===== config.mk =====
export PLATFORM = sky130hd
export DESIGN_NAME = mmu_xlat_top
export DESIGN_NICKNAME = d
export VERILOG_FILES = /design/src/rtl/mmu_xlat_pkg.sv /design/src/rtl/mmu_region_classify.sv /design/src/rtl/mmu_rom_select.sv /design/src/rtl/mmu_page_map.sv /design/src/rtl/mmu_share_window.sv /design/src/rtl/mmu_xlat_top.sv
export SDC_FILE = /design/constraint.sdc
export NUM_CORES = 1
export LEC_CHECK = 0
export ABC_AREA = 1
export BUFFER_PORTS_ARGS = -buffer_cell sky130_fd_sc_hd__buf_2
export CORE_MARGIN = 2
export CORE_UTILIZATION = 41
export DETAILED_ROUTE_END_ITERATION = 6
export PLACE_DENSITY = 0.74
export SLEW_MARGIN = 30
export SYNTH_ARGS = -nofsm -noshare
export SYNTH_HDL_FRONTEND = slang
export SYNTH_HIERARCHICAL = 1
export SYNTH_SLANG_ARGS = --single-unit

===== constraint.sdc =====
create_clock -name vclk -period 10.1
set_input_delay 2.02 -clock vclk [all_inputs]
set_output_delay 2.02 -clock vclk [all_outputs]
set_load 0.01 [all_outputs]

===== src/rtl/mmu_xlat_pkg.sv =====
package mmu_xlat_pkg;

    typedef enum logic [3:0] {
        RG_VIDEO,
        RG_COMPAT,
        RG_MMUREG,
        RG_ALTROM,
        RG_PAGE0,
        RG_PAGE1,
        RG_LOROM,
        RG_MIDROM,
        RG_HIROM,
        RG_PLAIN
    } region_e;

    localparam logic [7:0] REG_PAGE     = 8'hFF;
    localparam logic [7:0] REG_LAST_LOW = 8'h04;
    localparam logic [3:0] VID_NIBBLE   = 4'hF;
    localparam logic [3:0] ALT_NIBBLE   = 4'hD;

    // span of the shared window: 1K for code 0, then 4K, 8K, 16K
    function automatic logic [16:0] share_span(input logic [1:0] code);
        if (code == 2'd0)
            return 17'h00400;
        else
            return 17'h00800 << code;
    endfunction

    // regions in which pointer swap and shared-RAM override take effect
    function automatic logic ram_rules_apply(input region_e rg);
        return (rg == RG_PAGE0) || (rg == RG_PAGE1) || (rg == RG_LOROM) ||
               (rg == RG_MIDROM) || (rg == RG_HIROM) || (rg == RG_PLAIN);
    endfunction

endpackage


===== src/rtl/mmu_region_classify.sv =====
module mmu_region_classify
    import mmu_xlat_pkg::*;
#(
    parameter int ADDR_W = 16
) (
    input  logic [ADDR_W-1:0] addr,
    input  logic              cpu_owns,
    input  logic              compat,
    input  logic              overlay_en,
    output region_e           region
);
    localparam int PAGE_W = 8;
    localparam int LOW_W  = ADDR_W - PAGE_W;

    logic [PAGE_W-1:0] page;
    logic [LOW_W-1:0]  low;

    assign page = addr[ADDR_W-1 -: PAGE_W];
    assign low  = addr[LOW_W-1:0];

    always_comb begin
        if (!cpu_owns)
            region = RG_VIDEO;
        else if (compat)
            region = RG_COMPAT;
        else if (page == REG_PAGE && low <= REG_LAST_LOW)
            region = RG_MMUREG;
        else if (overlay_en && addr[ADDR_W-1 -: 4] == 4'h0)
            region = RG_ALTROM;
        else if (page == 8'h00)
            region = RG_PAGE0;
        else if (page == 8'h01)
            region = RG_PAGE1;
        else begin
            unique case (addr[ADDR_W-1 -: 2])
                2'b01:   region = RG_LOROM;
                2'b10:   region = RG_MIDROM;
                2'b11:   region = RG_HIROM;
                default: region = RG_PLAIN;
            endcase
        end
    end

endmodule


===== src/rtl/mmu_rom_select.sv =====
module mmu_rom_select
    import mmu_xlat_pkg::*;
(
    input  region_e     region,
    input  logic        rom_lo,
    input  logic [1:0]  rom_mid,
    input  logic [1:0]  rom_hi,
    output logic [1:0]  sel
);
    // sel[0] is ms0, sel[1] is ms1
    always_comb begin
        unique case (region)
            RG_ALTROM: sel = 2'b00;
            RG_LOROM:  sel = {rom_lo, rom_lo};
            RG_MIDROM: sel = rom_mid;
            RG_HIROM:  sel = rom_hi;
            default:   sel = 2'b11;
        endcase
    end

endmodule


===== src/rtl/mmu_page_map.sv =====
module mmu_page_map
    import mmu_xlat_pkg::*;
#(
    parameter int PAGE_W = 8
) (
    input  region_e           region,
    input  logic [PAGE_W-1:0] page_in,
    input  logic              ram_sel,
    input  logic [PAGE_W-1:0] pg0_lo,
    input  logic [PAGE_W-1:0] pg1_lo,
    output logic [PAGE_W-1:0] page_out
);
    localparam logic [PAGE_W-1:0] PAGE_ZERO = '0;
    localparam logic [PAGE_W-1:0] PAGE_ONE  = PAGE_W'(1);

    logic [PAGE_W-1:0] base_page;
    logic              hit0;
    logic              hit1;
    logic              swap_ok;

    always_comb begin
        unique case (region)
            RG_VIDEO:  base_page = {VID_NIBBLE, page_in[3:0]};
            RG_ALTROM: base_page = {ALT_NIBBLE, page_in[3:0]};
            RG_PAGE0:  base_page = pg0_lo;
            RG_PAGE1:  base_page = pg1_lo;
            default:   base_page = page_in;
        endcase
    end

    assign hit0    = (page_in == pg0_lo);
    assign hit1    = (page_in == pg1_lo);
    assign swap_ok = ram_rules_apply(region) && ram_sel;

    always_comb begin
        if (swap_ok && hit0)
            page_out = PAGE_ZERO;
        else if (swap_ok && hit1)
            page_out = PAGE_ONE;
        else
            page_out = base_page;
    end

endmodule


===== src/rtl/mmu_share_window.sv =====
module mmu_share_window
    import mmu_xlat_pkg::*;
#(
    parameter int ADDR_W = 16
) (
    input  logic [ADDR_W-1:0] addr,
    input  logic [1:0]        size_code,
    input  logic              bottom_en,
    input  logic              top_en,
    output logic              hit
);
    localparam logic [ADDR_W:0] SPACE = (ADDR_W+1)'(1) << ADDR_W;

    logic [ADDR_W:0] span;
    logic [ADDR_W:0] wide_addr;

    assign span      = (ADDR_W+1)'(share_span(size_code));
    assign wide_addr = {1'b0, addr};
    assign hit       = (bottom_en && wide_addr < span) ||
                       (top_en && wide_addr >= SPACE - span);

endmodule


===== src/rtl/mmu_xlat_top.sv =====
module mmu_xlat_top
    import mmu_xlat_pkg::*;
#(
    parameter int ADDR_W = 16
) (
    input  logic [ADDR_W-1:0] bus_addr,
    input  logic              cpu_owns,
    input  logic              compat,
    input  logic              cpu_sel,
    input  logic [6:0]        cfg_reg,
    input  logic [1:0]        share_size,
    input  logic              share_bottom,
    input  logic              share_top,
    input  logic              vid_bank,
    input  logic [7:0]        pg0_lo,
    input  logic              pg0_bank,
    input  logic [7:0]        pg1_lo,
    input  logic              pg1_bank,
    output logic [ADDR_W-1:0] xlat_addr,
    output logic [3:0]        mem_sel,
    output logic [1:0]        bank_strobe
);
    localparam int PAGE_W = 8;
    localparam int LOW_W  = ADDR_W - PAGE_W;

    region_e           region;
    logic [1:0]        rom_sel;
    logic [PAGE_W-1:0] page_out;
    logic              share_hit;
    logic              col0;
    logic              both_cols;

    mmu_region_classify #(.ADDR_W(ADDR_W)) u_classify (
        .addr       (bus_addr),
        .cpu_owns   (cpu_owns),
        .compat     (compat),
        .overlay_en (!cpu_sel && !cfg_reg[6]),
        .region     (region)
    );

    mmu_rom_select u_rom (
        .region  (region),
        .rom_lo  (cfg_reg[1]),
        .rom_mid (cfg_reg[3:2]),
        .rom_hi  (cfg_reg[5:4]),
        .sel     (rom_sel)
    );

    mmu_page_map #(.PAGE_W(PAGE_W)) u_page (
        .region   (region),
        .page_in  (bus_addr[ADDR_W-1 -: PAGE_W]),
        .ram_sel  (&rom_sel),
        .pg0_lo   (pg0_lo),
        .pg1_lo   (pg1_lo),
        .page_out (page_out)
    );

    mmu_share_window #(.ADDR_W(ADDR_W)) u_share (
        .addr      (bus_addr),
        .size_code (share_size),
        .bottom_en (share_bottom),
        .top_en    (share_top),
        .hit       (share_hit)
    );

    always_comb begin
        both_cols = 1'b0;
        unique case (region)
            RG_VIDEO:  col0 = vid_bank;
            RG_MMUREG: begin
                col0      = 1'b1;
                both_cols = 1'b1;
            end
            RG_PAGE0:  col0 = pg0_bank;
            RG_PAGE1:  col0 = pg1_bank;
            default:   col0 = cfg_reg[6];
        endcase
        if (ram_rules_apply(region) && share_hit)
            col0 = 1'b0;
    end

    assign bank_strobe = both_cols ? 2'b11 : {~col0, col0};
    assign mem_sel     = {~compat, cfg_reg[0], rom_sel};
    assign xlat_addr   = {page_out, bus_addr[LOW_W-1:0]};

endmodule


==> results of run 1 <==
[layer usage]
metal	vias to the layer above	part of all wire, %	track usage [%]
met1	881	45	22.1
li1	1101	-	-
met2	49	50	37.0
met3	0	4.9	0.164
met5	-	0	0
met4	0	0	0
[kinds of logic after synthesis]
family                     share of synthesized area (%)
adders and majority gates                           9.59
and+or+nand+nor                                     61.7
buffers and inverters                               17.9
xor gates and xnor gates                            6.20
other                                              0.443
AOI/OAI and AO/OA                                   4.13
[layout by cell type, fill, tap and decap left out]
master,Yosys,routed
sky130_fd_sc_hd__a211oi_1,1,1
sky130_fd_sc_hd__a21oi_1,3,3
sky130_fd_sc_hd__a21oi_2,1,1
sky130_fd_sc_hd__a31oi_2,0,1
sky130_fd_sc_hd__buf_2,0,69
sky130_fd_sc_hd__clkinv_1,1,1
sky130_fd_sc_hd__conb_1,2,2
sky130_fd_sc_hd__ha_1,13,13
sky130_fd_sc_hd__inv_1,54,54
sky130_fd_sc_hd__inv_2,8,8
sky130_fd_sc_hd__nand2_1,106,106
sky130_fd_sc_hd__nand2_2,6,6
sky130_fd_sc_hd__nand2_4,1,1
sky130_fd_sc_hd__nand3_1,28,28
sky130_fd_sc_hd__nand3_2,3,3
sky130_fd_sc_hd__nand3_4,1,1
sky130_fd_sc_hd__nand3b_1,1,1
sky130_fd_sc_hd__nand4_1,5,5
sky130_fd_sc_hd__nor2_1,43,43
sky130_fd_sc_hd__nor2_2,12,12
sky130_fd_sc_hd__nor2_4,6,6
sky130_fd_sc_hd__nor2_8,2,2
sky130_fd_sc_hd__nor2b_4,1,1
sky130_fd_sc_hd__nor3_1,2,2
sky130_fd_sc_hd__o211ai_1,1,1
sky130_fd_sc_hd__o21ai_0,3,3
sky130_fd_sc_hd__o21ai_1,2,2
sky130_fd_sc_hd__or2_0,1,1
sky130_fd_sc_hd__xnor2_1,9,9
sky130_fd_sc_hd__xor2_1,3,3
[power by group]
group / leakage, uW / switching, uW / internal [uW]
registers: 0 / 0 / 0
clock network: 0 / 0 / 0
logic: 0.00124 / 52.9 / 34.8
[synth_stat cells]
cell type / count
sky130_fd_sc_hd__nand2_1: 106
sky130_fd_sc_hd__inv_1: 54
sky130_fd_sc_hd__nor2_1: 43
sky130_fd_sc_hd__nand3_1: 28
sky130_fd_sc_hd__ha_1: 13
sky130_fd_sc_hd__nor2_2: 12
sky130_fd_sc_hd__buf_4: 9
sky130_fd_sc_hd__xnor2_1: 9
sky130_fd_sc_hd__inv_2: 8
sky130_fd_sc_hd__nand2_2: 6
sky130_fd_sc_hd__nor2_4: 6
sky130_fd_sc_hd__nand4_1: 5
sky130_fd_sc_hd__a21oi_1: 3
sky130_fd_sc_hd__nand3_2: 3
sky130_fd_sc_hd__o21ai_0: 3
sky130_fd_sc_hd__xor2_1: 3
sky130_fd_sc_hd__conb_1: 2
sky130_fd_sc_hd__nor2_8: 2
sky130_fd_sc_hd__nor3_1: 2
sky130_fd_sc_hd__o21ai_1: 2
sky130_fd_sc_hd__a211oi_1: 1
sky130_fd_sc_hd__a21oi_2: 1
sky130_fd_sc_hd__a31oi_1: 1
sky130_fd_sc_hd__clkinv_1: 1
sky130_fd_sc_hd__nand2_4: 1
sky130_fd_sc_hd__nand3_4: 1
sky130_fd_sc_hd__nand3b_1: 1
sky130_fd_sc_hd__nor2b_4: 1
sky130_fd_sc_hd__o211ai_1: 1
sky130_fd_sc_hd__or2_0: 1
[final cells by class]
class / instances / area [um^2]
timing repair buffer: 69 / 345
multi-input combinational: 257 / 1400
inverter: 63 / 236
fill: 442 / 1960
tap: 50 / 62.6
[final timing paths]
check	depth (start not counted)	to	slack [ns]
min	0	mem_sel[2]	4.04
max	23	xlat_addr[8]	3.03
[stage by stage]
stage                     cells  power, uW  util, %  setup WS [ns]  cell area, um^2
after floorplan             329       58.6        -           3.68             1700
after global placement      439       86.7     50.9           3.03             2040
after detailed placement    439       87.9     51.1           3.06             2040
after CTS                   439       88.2     51.1           3.05             2040
after global routing        439       99.9     51.1           2.60             2040
final                       439       87.6     51.1           3.03             2040
==> metrics.txt, run 1 <==
# TYPE chip_impl_metric gauge
chip_impl_info{name="timing.critical_path.to_type",value="primary output"} 1
chip_impl_metric{name="worst_pin_slew",unit="ns"} 0.921
chip_impl_metric{name="post-cts-setup-buffer-count",unit=""} 0
chip_impl_metric{name="fp.dieH",unit="um"} 68.3
chip_impl_metric{name="power.ir.vdd_worst",unit="mV"} 0.0181
chip_impl_metric{name="fp.coreArea",unit="um^2"} 4000
chip_impl_metric{name="hpwlAfterDp",unit="um"} 3680
chip_impl_metric{name="routedWlPerCell",unit="um"} 9.67
chip_impl_metric{name="cts.repair.resized",unit=""} 0
chip_impl_metric{name="drt_pass1_iterations",unit=""} 4
chip_impl_metric{name="seq_cells",unit=""} 0
chip_impl_metric{name="antennaDiodeCount",unit=""} 0
chip_impl_metric{name="num_vias",unit=""} 2031
chip_impl_metric{name="max_clock_freq",unit="GHz"} 0.142
chip_impl_metric{name="buffer_and_inverter_count_on_the_worst_path",unit=""} 6
chip_impl_metric{name="drt_iter0_drc",unit=""} 79
chip_impl_metric{name="syn-num-nets",unit=""} 391
chip_impl_metric{name="drive_above_1_share",unit="%"} 28.5
chip_impl_metric{name="fin_tns_setup",unit="ns"} 0
chip_impl_info{name="worst_setup_path_startpoint",value="bus_addr[15]"} 1
chip_impl_info{name="crit_chain",value="buf_2 > inv_1 > ha_1 > nand2_2 > nor2_4 > nand2_1 > nand4_1 > nor2_1 > inv_1 > nor2_1 > nand3_1 > nand2_1 > inv_1 > nand2_1 > nand2_1 > inv_1 > o21ai_1 > nor2_2 > nand3_1 > nor2_1 > nor2_1 > nor2_2 > buf_2"} 1
chip_impl_metric{name="groute.usage.overall",unit="%"} 18.1
chip_impl_metric{name="timing.max_slew.rel_slack",unit="%"} 38.4
chip_impl_metric{name="grt_pass1_wl",unit="um"} 6730
chip_impl_info{name="crit_path_top_delay_cell",value="sky130_fd_sc_hd__nor2_1"} 1
chip_impl_metric{name="first_global_vias",unit=""} 1655
chip_impl_metric{name="die_area",unit="um^2"} 4670
chip_impl_info{name="timing.hold.worst.class",value="in -> out"} 1
chip_impl_metric{name="cp.arrival",unit="ns"} 5.05
chip_impl_metric{name="drt.antenna.violating_nets",unit=""} 0
chip_impl_metric{name="finalCritPeriodShare",unit="%"} 70.0
chip_impl_metric{name="maximum_number_of_pins_on_one_net_before_global_route_repair",unit=""} 13
chip_impl_metric{name="num_io_pins",unit=""} 71
chip_impl_info{name="worst_setup_start_kind",value="primary input"} 1
chip_impl_metric{name="ys.warnings.count",unit=""} 6
chip_impl_metric{name="synthCells",unit=""} 329
chip_impl_metric{name="distinct_cell_type_count_after_synthesis",unit=""} 30
chip_impl_metric{name="report.final.setup_viol",unit=""} 0
chip_impl_metric{name="cap_viol_max_count",unit=""} 0
chip_impl_metric{name="seq_area_frac_synth",unit="%"} 0
chip_impl_info{name="outcome",value="completed"} 1
chip_impl_metric{name="cts_hold_buffers",unit=""} 0
chip_impl_metric{name="num_rows",unit=""} 23
chip_impl_metric{name="globalplace.congestion",unit=""} 0.813
chip_impl_metric{name="number_of_antenna_violations_at_the_first_check_in_global_routing",unit=""} 0
chip_impl_metric{name="summed_instance_area_of_the_synthesized_netlist",unit="um^2"} 1700
chip_impl_metric{name="critical_path_peak_fanout",unit=""} 12
chip_impl_metric{name="number_of_clock_buffers_in_the_layout",unit=""} 0
chip_impl_metric{name="timing.final.crit_period",unit="ns"} 7.07
chip_impl_metric{name="drc_markers",unit=""} 0
chip_impl_info{name="hp-start",value="cfg_reg[0]"} 1
chip_impl_metric{name="timing.final.max_slew_violations",unit=""} 0
chip_impl_metric{name="route.detailed.vias_per_inst",unit=""} 4.63
chip_impl_metric{name="powerDensity",unit="nW/um^2"} 42.9
chip_impl_info{name="worstSetupPathType",value="in -> out"} 1
chip_impl_info{name="rsz_0062_raised_after_global_routing",value="no"} 1
chip_impl_metric{name="leakage",unit="uW"} 0.00124
chip_impl_metric{name="seq_area",unit="um^2"} 0
chip_impl_metric{name="die_w",unit="um"} 68.3
chip_impl_metric{name="floorplan.initialDensity",unit="%"} 42.4
chip_impl_metric{name="post_synthesis_area_per_instance",unit="um^2"} 5.16
chip_impl_metric{name="final-hold-violation-count",unit=""} 0
chip_impl_info{name="yosys-top-cells-area",value="sky130_fd_sc_hd__nand2_1 (23%), sky130_fd_sc_hd__inv_1 (12%), sky130_fd_sc_hd__ha_1 (9.6%)"} 1
chip_impl_metric{name="portBuffers",unit=""} 69
chip_impl_metric{name="cp_data_required_time",unit="ns"} 8.08
chip_impl_info{name="timing.critical_path.max_delay_family",value="simple AND/OR/NAND/NOR gates"} 1
chip_impl_metric{name="areaGrowthSynthToFinish",unit="%"} 20.4
chip_impl_metric{name="overflow",unit=""} 0
chip_impl_info{name="synth_top_area_cell",value="sky130_fd_sc_hd__nand2_1"} 1
chip_impl_metric{name="worst_path_largest_cell_delay",unit="ns"} 0.60
chip_impl_metric{name="hold_slack",unit="ns"} 4.04
chip_impl_metric{name="synth.top_cell.area_share",unit="%"} 23.5
chip_impl_metric{name="final_net_count",unit=""} 453
chip_impl_metric{name="total_wire_length",unit="um"} 4250
Note: power is estimated with default switching activity, not from simulation.
==> run 2, diff against run 1 <==
==> constraint.sdc (replaced) <==
create_clock -name vclk -period 6.9
set_input_delay 1.38 -clock vclk [all_inputs]
set_output_delay 1.38 -clock vclk [all_outputs]
set_load 0.01 [all_outputs]
==> run 2 against run 1 <==
Net effect: setup slack worse by 1.8 ns; count of clock-buffer cells in the layout stayed put; routed wire length is 0.45% higher; die area stayed put; utilization is 0.22 points higher; hold slack worse by 1.3 ns; cell area is 0.43% higher; sequential cell count stayed put; final cell count is 0.46% higher; sequential share of layout area stayed put.
==> metrics.txt, run 2 (synthesis results as in run 1) <==
# TYPE chip_impl_metric gauge
chip_impl_info{name="outcome",value="completed"} 1
chip_impl_info{name="worst_setup_path_startpoint",value="bus_addr[14]"} 1
chip_impl_metric{name="cp.arrival",unit="ns"} 4.32
chip_impl_metric{name="timing.final.crit_period",unit="ns"} 5.70
chip_impl_metric{name="first_global_vias",unit=""} 1624
chip_impl_metric{name="drt_pass1_iterations",unit=""} 5
chip_impl_info{name="timing.critical_path.to_type",value="primary output"} 1
chip_impl_metric{name="groute.usage.overall",unit="%"} 17.9
chip_impl_metric{name="total_wire_length",unit="um"} 4270
chip_impl_metric{name="drt_iter0_drc",unit=""} 61
chip_impl_metric{name="power.ir.vdd_worst",unit="mV"} 0.0264
chip_impl_metric{name="powerDensity",unit="nW/um^2"} 62.9
chip_impl_metric{name="areaGrowthSynthToFinish",unit="%"} 20.9
chip_impl_metric{name="fin_tns_setup",unit="ns"} 0
chip_impl_metric{name="seq_area",unit="um^2"} 0
chip_impl_info{name="worstSetupPathType",value="in -> out"} 1
chip_impl_info{name="worst_setup_start_kind",value="primary input"} 1
chip_impl_metric{name="number_of_antenna_violations_at_the_first_check_in_global_routing",unit=""} 0
chip_impl_metric{name="critical_path_peak_fanout",unit=""} 10
chip_impl_metric{name="fp.coreArea",unit="um^2"} 4000
chip_impl_metric{name="max_clock_freq",unit="GHz"} 0.176
chip_impl_metric{name="seq_cells",unit=""} 0
chip_impl_metric{name="leakage",unit="uW"} 0.00125
chip_impl_metric{name="portBuffers",unit=""} 69
chip_impl_metric{name="grt_pass1_wl",unit="um"} 6730
chip_impl_metric{name="num_io_pins",unit=""} 71
chip_impl_metric{name="fill_cells",unit=""} 422
chip_impl_metric{name="route.detailed.vias_per_inst",unit=""} 4.50
chip_impl_metric{name="drt.antenna.violating_nets",unit=""} 0
chip_impl_info{name="hp-start",value="cfg_reg[0]"} 1
chip_impl_metric{name="timing.final.max_slew_violations",unit=""} 0
chip_impl_metric{name="die_area",unit="um^2"} 4670
chip_impl_metric{name="timing.max_slew.rel_slack",unit="%"} 51.4
chip_impl_metric{name="cap_viol_max_count",unit=""} 0
chip_impl_metric{name="routedWlPerCell",unit="um"} 9.67
chip_impl_metric{name="num_rows",unit=""} 23
chip_impl_metric{name="final-hold-violation-count",unit=""} 0
chip_impl_metric{name="cp_data_required_time",unit="ns"} 5.52
chip_impl_metric{name="final_net_count",unit=""} 455
chip_impl_metric{name="num_vias",unit=""} 1985
chip_impl_info{name="rsz_0062_raised_after_global_routing",value="no"} 1
chip_impl_metric{name="worst_pin_slew",unit="ns"} 0.727
chip_impl_metric{name="cts.repair.resized",unit=""} 0
chip_impl_metric{name="fp.dieH",unit="um"} 68.3
chip_impl_metric{name="report.final.setup_viol",unit=""} 0
chip_impl_metric{name="globalplace.congestion",unit=""} 0.841
chip_impl_metric{name="antennaDiodeCount",unit=""} 0
chip_impl_info{name="critical_path.endpoint",value="xlat_addr[14]"} 1
chip_impl_metric{name="cts_hold_buffers",unit=""} 0
chip_impl_metric{name="floorplan.initialDensity",unit="%"} 42.4
chip_impl_info{name="layout_common_cells",value="sky130_fd_sc_hd__nand2_1 (106), sky130_fd_sc_hd__buf_2 (69), sky130_fd_sc_hd__inv_1 (54)"} 1
chip_impl_metric{name="hold_slack",unit="ns"} 2.76
chip_impl_metric{name="finalCritPeriodShare",unit="%"} 82.6
chip_impl_info{name="layout.cells.most_common",value="sky130_fd_sc_hd__nand2_1"} 1
chip_impl_metric{name="post-cts-setup-buffer-count",unit=""} 0
chip_impl_metric{name="drive_above_1_share",unit="%"} 28.6
chip_impl_metric{name="hpwlAfterDp",unit="um"} 3650
chip_impl_metric{name="maximum_number_of_pins_on_one_net_before_global_route_repair",unit=""} 13
chip_impl_metric{name="die_w",unit="um"} 68.3
chip_impl_metric{name="drc_markers",unit=""} 0
chip_impl_metric{name="overflow",unit=""} 0
chip_impl_metric{name="number_of_clock_buffers_in_the_layout",unit=""} 0
chip_impl_info{name="timing.hold.worst.class",value="in -> out"} 1
==> run 2: per-stage QoR <==
stage	power [uW]	cells	setup slack [ns]	util, %	instance area [um^2]
3_3_place_gp	128	441	1.30	51.3	2050
3_5_place_dp	129	441	1.20	51.3	2050
6_report	129	441	1.20	51.3	2050
4_1_cts	130	441	1.18	51.3	2050
2_1_floorplan	85.8	329	1.76	-	1700
5_1_grt	146	441	0.776	51.3	2050
==> run 2: area by class of cell <==
cell class                      instances  area, um^2  area share, %
Multi-Input combinational cell        257        1390           67.9
Timing Repair Buffer                   71         360           17.6
Tap cell                               50        62.6           3.05
Inverter                               63         236           11.5
==> run 2: critical path, cell delays in order <==
cell,delay [ns]
sky130_fd_sc_hd__buf_2,0.16
sky130_fd_sc_hd__inv_1,0.12
sky130_fd_sc_hd__ha_1,0.18
sky130_fd_sc_hd__nand2_2,0.07
sky130_fd_sc_hd__nor2_4,0.11
sky130_fd_sc_hd__nand3_2,0.09
sky130_fd_sc_hd__nand3_1,0.11
sky130_fd_sc_hd__inv_1,0.05
sky130_fd_sc_hd__nor2_1,0.57
sky130_fd_sc_hd__inv_1,0.17
sky130_fd_sc_hd__nor2_1,0.17
sky130_fd_sc_hd__nand3_1,0.08
sky130_fd_sc_hd__nand2_1,0.07
sky130_fd_sc_hd__inv_1,0.04
sky130_fd_sc_hd__nand2_1,0.07
sky130_fd_sc_hd__nand2_1,0.05
sky130_fd_sc_hd__inv_1,0.04
sky130_fd_sc_hd__o21ai_1,0.06
sky130_fd_sc_hd__nor2_2,0.25
sky130_fd_sc_hd__inv_2,0.10
sky130_fd_sc_hd__nor2_8,0.18
sky130_fd_sc_hd__nor2_1,0.07
sky130_fd_sc_hd__buf_2,0.13
==> run 2: how the worst min path moves through the flow <==
stage          slack, ns         end  depth (start not counted)
2_1_floorplan       2.80  mem_sel[3]                          1
3_3_place_gp        2.76  mem_sel[2]                          0
3_5_place_dp        2.76  mem_sel[2]                          0
4_1_cts             2.76  mem_sel[2]                          0
5_1_grt             2.76  mem_sel[2]                          0
6_report            2.76  mem_sel[2]                          0
==> run 2: power by group <==
| part | switching (uW) | internal, uW | total (uW) |
|---|---|---|---|
| clock | 0 | 0 | 0 |
| combinational | 77.6 | 51.5 | 129 |
| sequential | 0 | 0 | 0 |
==> run 2: routing by layer <==
metal  GRT usage, %  wire length, um
met5              0                0
met4           1.00               23
met3          0.329              223
met2           34.0             2040
met1           23.3             1980
==> run 3, diff against run 2 <==
--- a/config.mk
+++ b/config.mk
@@ -5,12 +5,12 @@
 export SDC_FILE = /design/constraint.sdc
 export NUM_CORES = 1
 export LEC_CHECK = 0
-export ABC_AREA = 1
+export ABC_AREA = 0
 export BUFFER_PORTS_ARGS = -buffer_cell sky130_fd_sc_hd__buf_2
 export CORE_MARGIN = 2
 export CORE_UTILIZATION = 41
 export DETAILED_ROUTE_END_ITERATION = 6
-export PLACE_DENSITY = 0.74
+export PLACE_DENSITY = 0.82
 export SLEW_MARGIN = 30
 export SYNTH_ARGS = -nofsm -noshare
 export SYNTH_HDL_FRONTEND = slang
==> constraint.sdc (replaced) <==
create_clock -name vclk -period 4.97
set_input_delay 0.994 -clock vclk [all_inputs]
set_output_delay 0.994 -clock vclk [all_outputs]
set_load 0.01 [all_outputs]
==> run 3 against run 2 <==
Net effect: final cell count fell by 39%; total power rose by 31%; critical path depth fell by 8; largest power group unchanged; critical endpoint is now xlat_addr[11]; area after synthesis fell by 26%; utilization rose by 9.0 points; sequential share of layout area did not move; via count fell by 22%; cell area fell by 13%; die area fell by 25%; routed wire length fell by 9.1%; highest routed layer unchanged; sequential cell count did not move.
==> metrics.txt, run 3 <==
# TYPE chip_impl_metric gauge
chip_impl_metric{name="worst_pin_slew",unit="ns"} 0.485
chip_impl_metric{name="leakage",unit="uW"} 0.000789
chip_impl_metric{name="cp.arrival",unit="ns"} 3.94
chip_impl_metric{name="die_w",unit="um"} 59.3
chip_impl_metric{name="cts_hold_buffers",unit=""} 0
chip_impl_metric{name="areaGrowthSynthToFinish",unit="%"} 43.3
chip_impl_metric{name="grt_pass1_wl",unit="um"} 5570
chip_impl_metric{name="place_ws",unit="ns"} 0.0729
chip_impl_metric{name="max_clock_freq",unit="GHz"} 0.203
chip_impl_metric{name="powerDensity",unit="nW/um^2"} 94.2
chip_impl_metric{name="seq_area_frac_synth",unit="%"} 0
chip_impl_metric{name="floorplan.initialDensity",unit="%"} 42.1
chip_impl_metric{name="summed_instance_area_of_the_synthesized_netlist",unit="um^2"} 1250
chip_impl_metric{name="synth.top_cell.area_share",unit="%"} 13.0
chip_impl_metric{name="fin_tns_setup",unit="ns"} 0
chip_impl_metric{name="synthCells",unit=""} 167
chip_impl_info{name="yosys-top-cells-area",value="sky130_fd_sc_hd__ha_1 (13%), sky130_fd_sc_hd__xnor2_1 (11%), sky130_fd_sc_hd__buf_4 (5.4%)"} 1
chip_impl_metric{name="number_of_antenna_violations_at_the_first_check_in_global_routing",unit=""} 0
chip_impl_metric{name="num_vias",unit=""} 1549
chip_impl_metric{name="critical_path_peak_fanout",unit=""} 4
chip_impl_metric{name="distinct_cell_type_count_after_synthesis",unit=""} 56
chip_impl_metric{name="hpwlAfterDp",unit="um"} 3040
chip_impl_info{name="layout.cells.most_common",value="sky130_fd_sc_hd__buf_2"} 1
chip_impl_metric{name="fp.coreArea",unit="um^2"} 2980
chip_impl_info{name="worst_setup_start_kind",value="primary input"} 1
chip_impl_metric{name="post_synthesis_area_per_instance",unit="um^2"} 7.50
chip_impl_metric{name="die_area",unit="um^2"} 3510
chip_impl_metric{name="finalCritPeriodShare",unit="%"} 99.3
chip_impl_metric{name="total_power",unit="uW"} 169
chip_impl_metric{name="num_io_pins",unit=""} 71
chip_impl_metric{name="report.final.setup_viol",unit=""} 0
chip_impl_metric{name="ys.warnings.count",unit=""} 6
chip_impl_metric{name="drt_iter0_drc",unit=""} 46
chip_impl_metric{name="portBuffers",unit=""} 69
chip_impl_metric{name="drt.antenna.violating_nets",unit=""} 0
chip_impl_metric{name="overflow",unit=""} 0
chip_impl_metric{name="fin_util",unit="%"} 60.3
chip_impl_metric{name="seq_cells",unit=""} 0
chip_impl_metric{name="final_net_count",unit=""} 301
chip_impl_metric{name="groute.usage.overall",unit="%"} 19.7
chip_impl_info{name="outcome",value="completed"} 1
chip_impl_metric{name="maximum_number_of_pins_on_one_net_before_global_route_repair",unit=""} 18
chip_impl_metric{name="timing.max_slew.rel_slack",unit="%"} 67.1
chip_impl_metric{name="first_global_vias",unit=""} 1284
chip_impl_metric{name="num_rows",unit=""} 20
chip_impl_metric{name="timing.final.crit_period",unit="ns"} 4.94
chip_impl_metric{name="drt_pass1_iterations",unit=""} 4
chip_impl_metric{name="syn-num-nets",unit=""} 229
chip_impl_metric{name="routedWlPerCell",unit="um"} 14.4
chip_impl_info{name="worstSetupPathType",value="in -> out"} 1
chip_impl_metric{name="cp_data_required_time",unit="ns"} 3.98
chip_impl_metric{name="power.ir.vdd_worst",unit="mV"} 0.0421
chip_impl_metric{name="timing.final.max_slew_violations",unit=""} 0
chip_impl_metric{name="number_of_clock_buffers_in_the_layout",unit=""} 0
chip_impl_info{name="timing.hold.worst.class",value="in -> out"} 1
chip_impl_info{name="layout_common_cells",value="sky130_fd_sc_hd__buf_2 (64), sky130_fd_sc_hd__xnor2_1 (16), sky130_fd_sc_hd__nor2_1 (12), sky130_fd_sc_hd__ha_1 (12), sky130_fd_sc_hd__buf_4 (11)"} 1
chip_impl_metric{name="route.detailed.vias_per_inst",unit=""} 5.74
chip_impl_metric{name="final-hold-violation-count",unit=""} 0
chip_impl_info{name="timing.critical_path.to_type",value="primary output"} 1
chip_impl_metric{name="seq_area",unit="um^2"} 0
chip_impl_metric{name="drc_markers",unit=""} 0
chip_impl_info{name="synthTopCellsByCount",value="sky130_fd_sc_hd__xnor2_1 (16), sky130_fd_sc_hd__nor2_1 (14), sky130_fd_sc_hd__ha_1 (13)"} 1
chip_impl_metric{name="cap_viol_max_count",unit=""} 0
chip_impl_metric{name="total_wire_length",unit="um"} 3880
chip_impl_metric{name="fp.dieH",unit="um"} 59.3
chip_impl_info{name="synth_top_area_cell",value="sky130_fd_sc_hd__ha_1"} 1
chip_impl_info{name="worst_setup_path_startpoint",value="bus_addr[4]"} 1
chip_impl_info{name="yosys.cell_count.top_type",value="sky130_fd_sc_hd__xnor2_1"} 1
chip_impl_metric{name="timing.final.ws_setup",unit="ns"} 0.0332
chip_impl_metric{name="drive_above_1_share",unit="%"} 48.1
chip_impl_metric{name="antennaDiodeCount",unit=""} 0
chip_impl_metric{name="globalplace.congestion",unit=""} 0.862
chip_impl_info{name="critical_path.endpoint",value="xlat_addr[11]"} 1
run 3: cell types whose count changed in the layout (fill, tap and decap cells not counted), moves of 5 or more:
cell,before,now
sky130_fd_sc_hd__inv_2,8,0
sky130_fd_sc_hd__nand3_1,28,3
sky130_fd_sc_hd__buf_4,2,11
sky130_fd_sc_hd__xnor2_1,9,16
sky130_fd_sc_hd__nor2_1,43,12
sky130_fd_sc_hd__buf_2,69,64
sky130_fd_sc_hd__mux2i_1,0,5
sky130_fd_sc_hd__nor2_2,12,5
sky130_fd_sc_hd__buf_6,0,6
sky130_fd_sc_hd__nand2_2,6,0
sky130_fd_sc_hd__inv_1,54,6
sky130_fd_sc_hd__nand2_1,106,6
run 3: logic make-up (layout without fill, tap and decap cells):
group | Yosys count | in the layout | synth area share [%]
simple gates | 73 | 73 | 39.4
other cells | 2 | 2 | 0.600
fa+ha+maj | 13 | 13 | 13.0
xor+xnor | 17 | 17 | 11.9
mux | 7 | 7 | 5.79
buf+inv | 18 | 88 | 8.89
compound gates | 37 | 37 | 20.5
run 3: per-layer routing:
metal / global-route usage [%] / vias to the layer above / wire [um]
li1: - / 755 / -
met3: 1.53 / 4 / 295
met2: 33.6 / 69 / 1890
met5: 0 / - / 0
met1: 28.3 / 721 / 1670
met4: 0.649 / 0 / 26
run 3: through the flow:
stage          cell area [um^2]  std cells  hold slack (ns)
3_3_place_gp               1620        266             1.99
4_1_cts                    1620        266             1.99
5_1_grt                    1790        270             1.99
3_5_place_dp               1620        266             1.99
6_report                   1790        270             1.99
2_1_floorplan              1250        167             2.03
run 3: power breakdown:
group	switching, uW	internal, uW
clock network	0	0
registers	0	0
logic	87.1	81.9
total	87.1	81.9
run 3: worst min path at each step:
stage | startpoint | end | slack (ns) | depth (start not counted)
2_1_floorplan | compat | mem_sel[3] | 2.03 | 1
3_3_place_gp | cfg_reg[0] | mem_sel[2] | 1.99 | 0
3_5_place_dp | cfg_reg[0] | mem_sel[2] | 1.99 | 0
4_1_cts | cfg_reg[0] | mem_sel[2] | 1.99 | 0
5_1_grt | cfg_reg[0] | mem_sel[2] | 1.99 | 0
6_report | cfg_reg[0] | mem_sel[2] | 1.99 | 0
run 3: layout make-up:
cell class	instances	area (um^2)
Multi-Input combinational cell	149	1240
Inverter	6	22.5
Tap cell	33	41.3
Timing Repair Buffer	82	485
Fill cell	269	1180
run 3: timing repair:
item | CTS | global route
setup buffers | 0 | 4
resized for setup | 0 | 30
endpoints found under the setup margin | 0 | 7
run 3: worst max-delay path, cell delays in order:
cell,delay [ns]
sky130_fd_sc_hd__buf_2,0.11
sky130_fd_sc_hd__or4b_4,0.54
sky130_fd_sc_hd__nor4b_4,0.37
sky130_fd_sc_hd__a2111oi_4,0.08
sky130_fd_sc_hd__o21a_2,0.28
sky130_fd_sc_hd__nor4b_4,0.36
sky130_fd_sc_hd__and2b_1,0.20
sky130_fd_sc_hd__o21ai_2,0.08
sky130_fd_sc_hd__and2_4,0.15
sky130_fd_sc_hd__o21ai_4,0.07
sky130_fd_sc_hd__nor3_2,0.07
sky130_fd_sc_hd__or2_1,0.27
sky130_fd_sc_hd__buf_6,0.16
sky130_fd_sc_hd__nor2_4,0.10
sky130_fd_sc_hd__buf_6,0.11
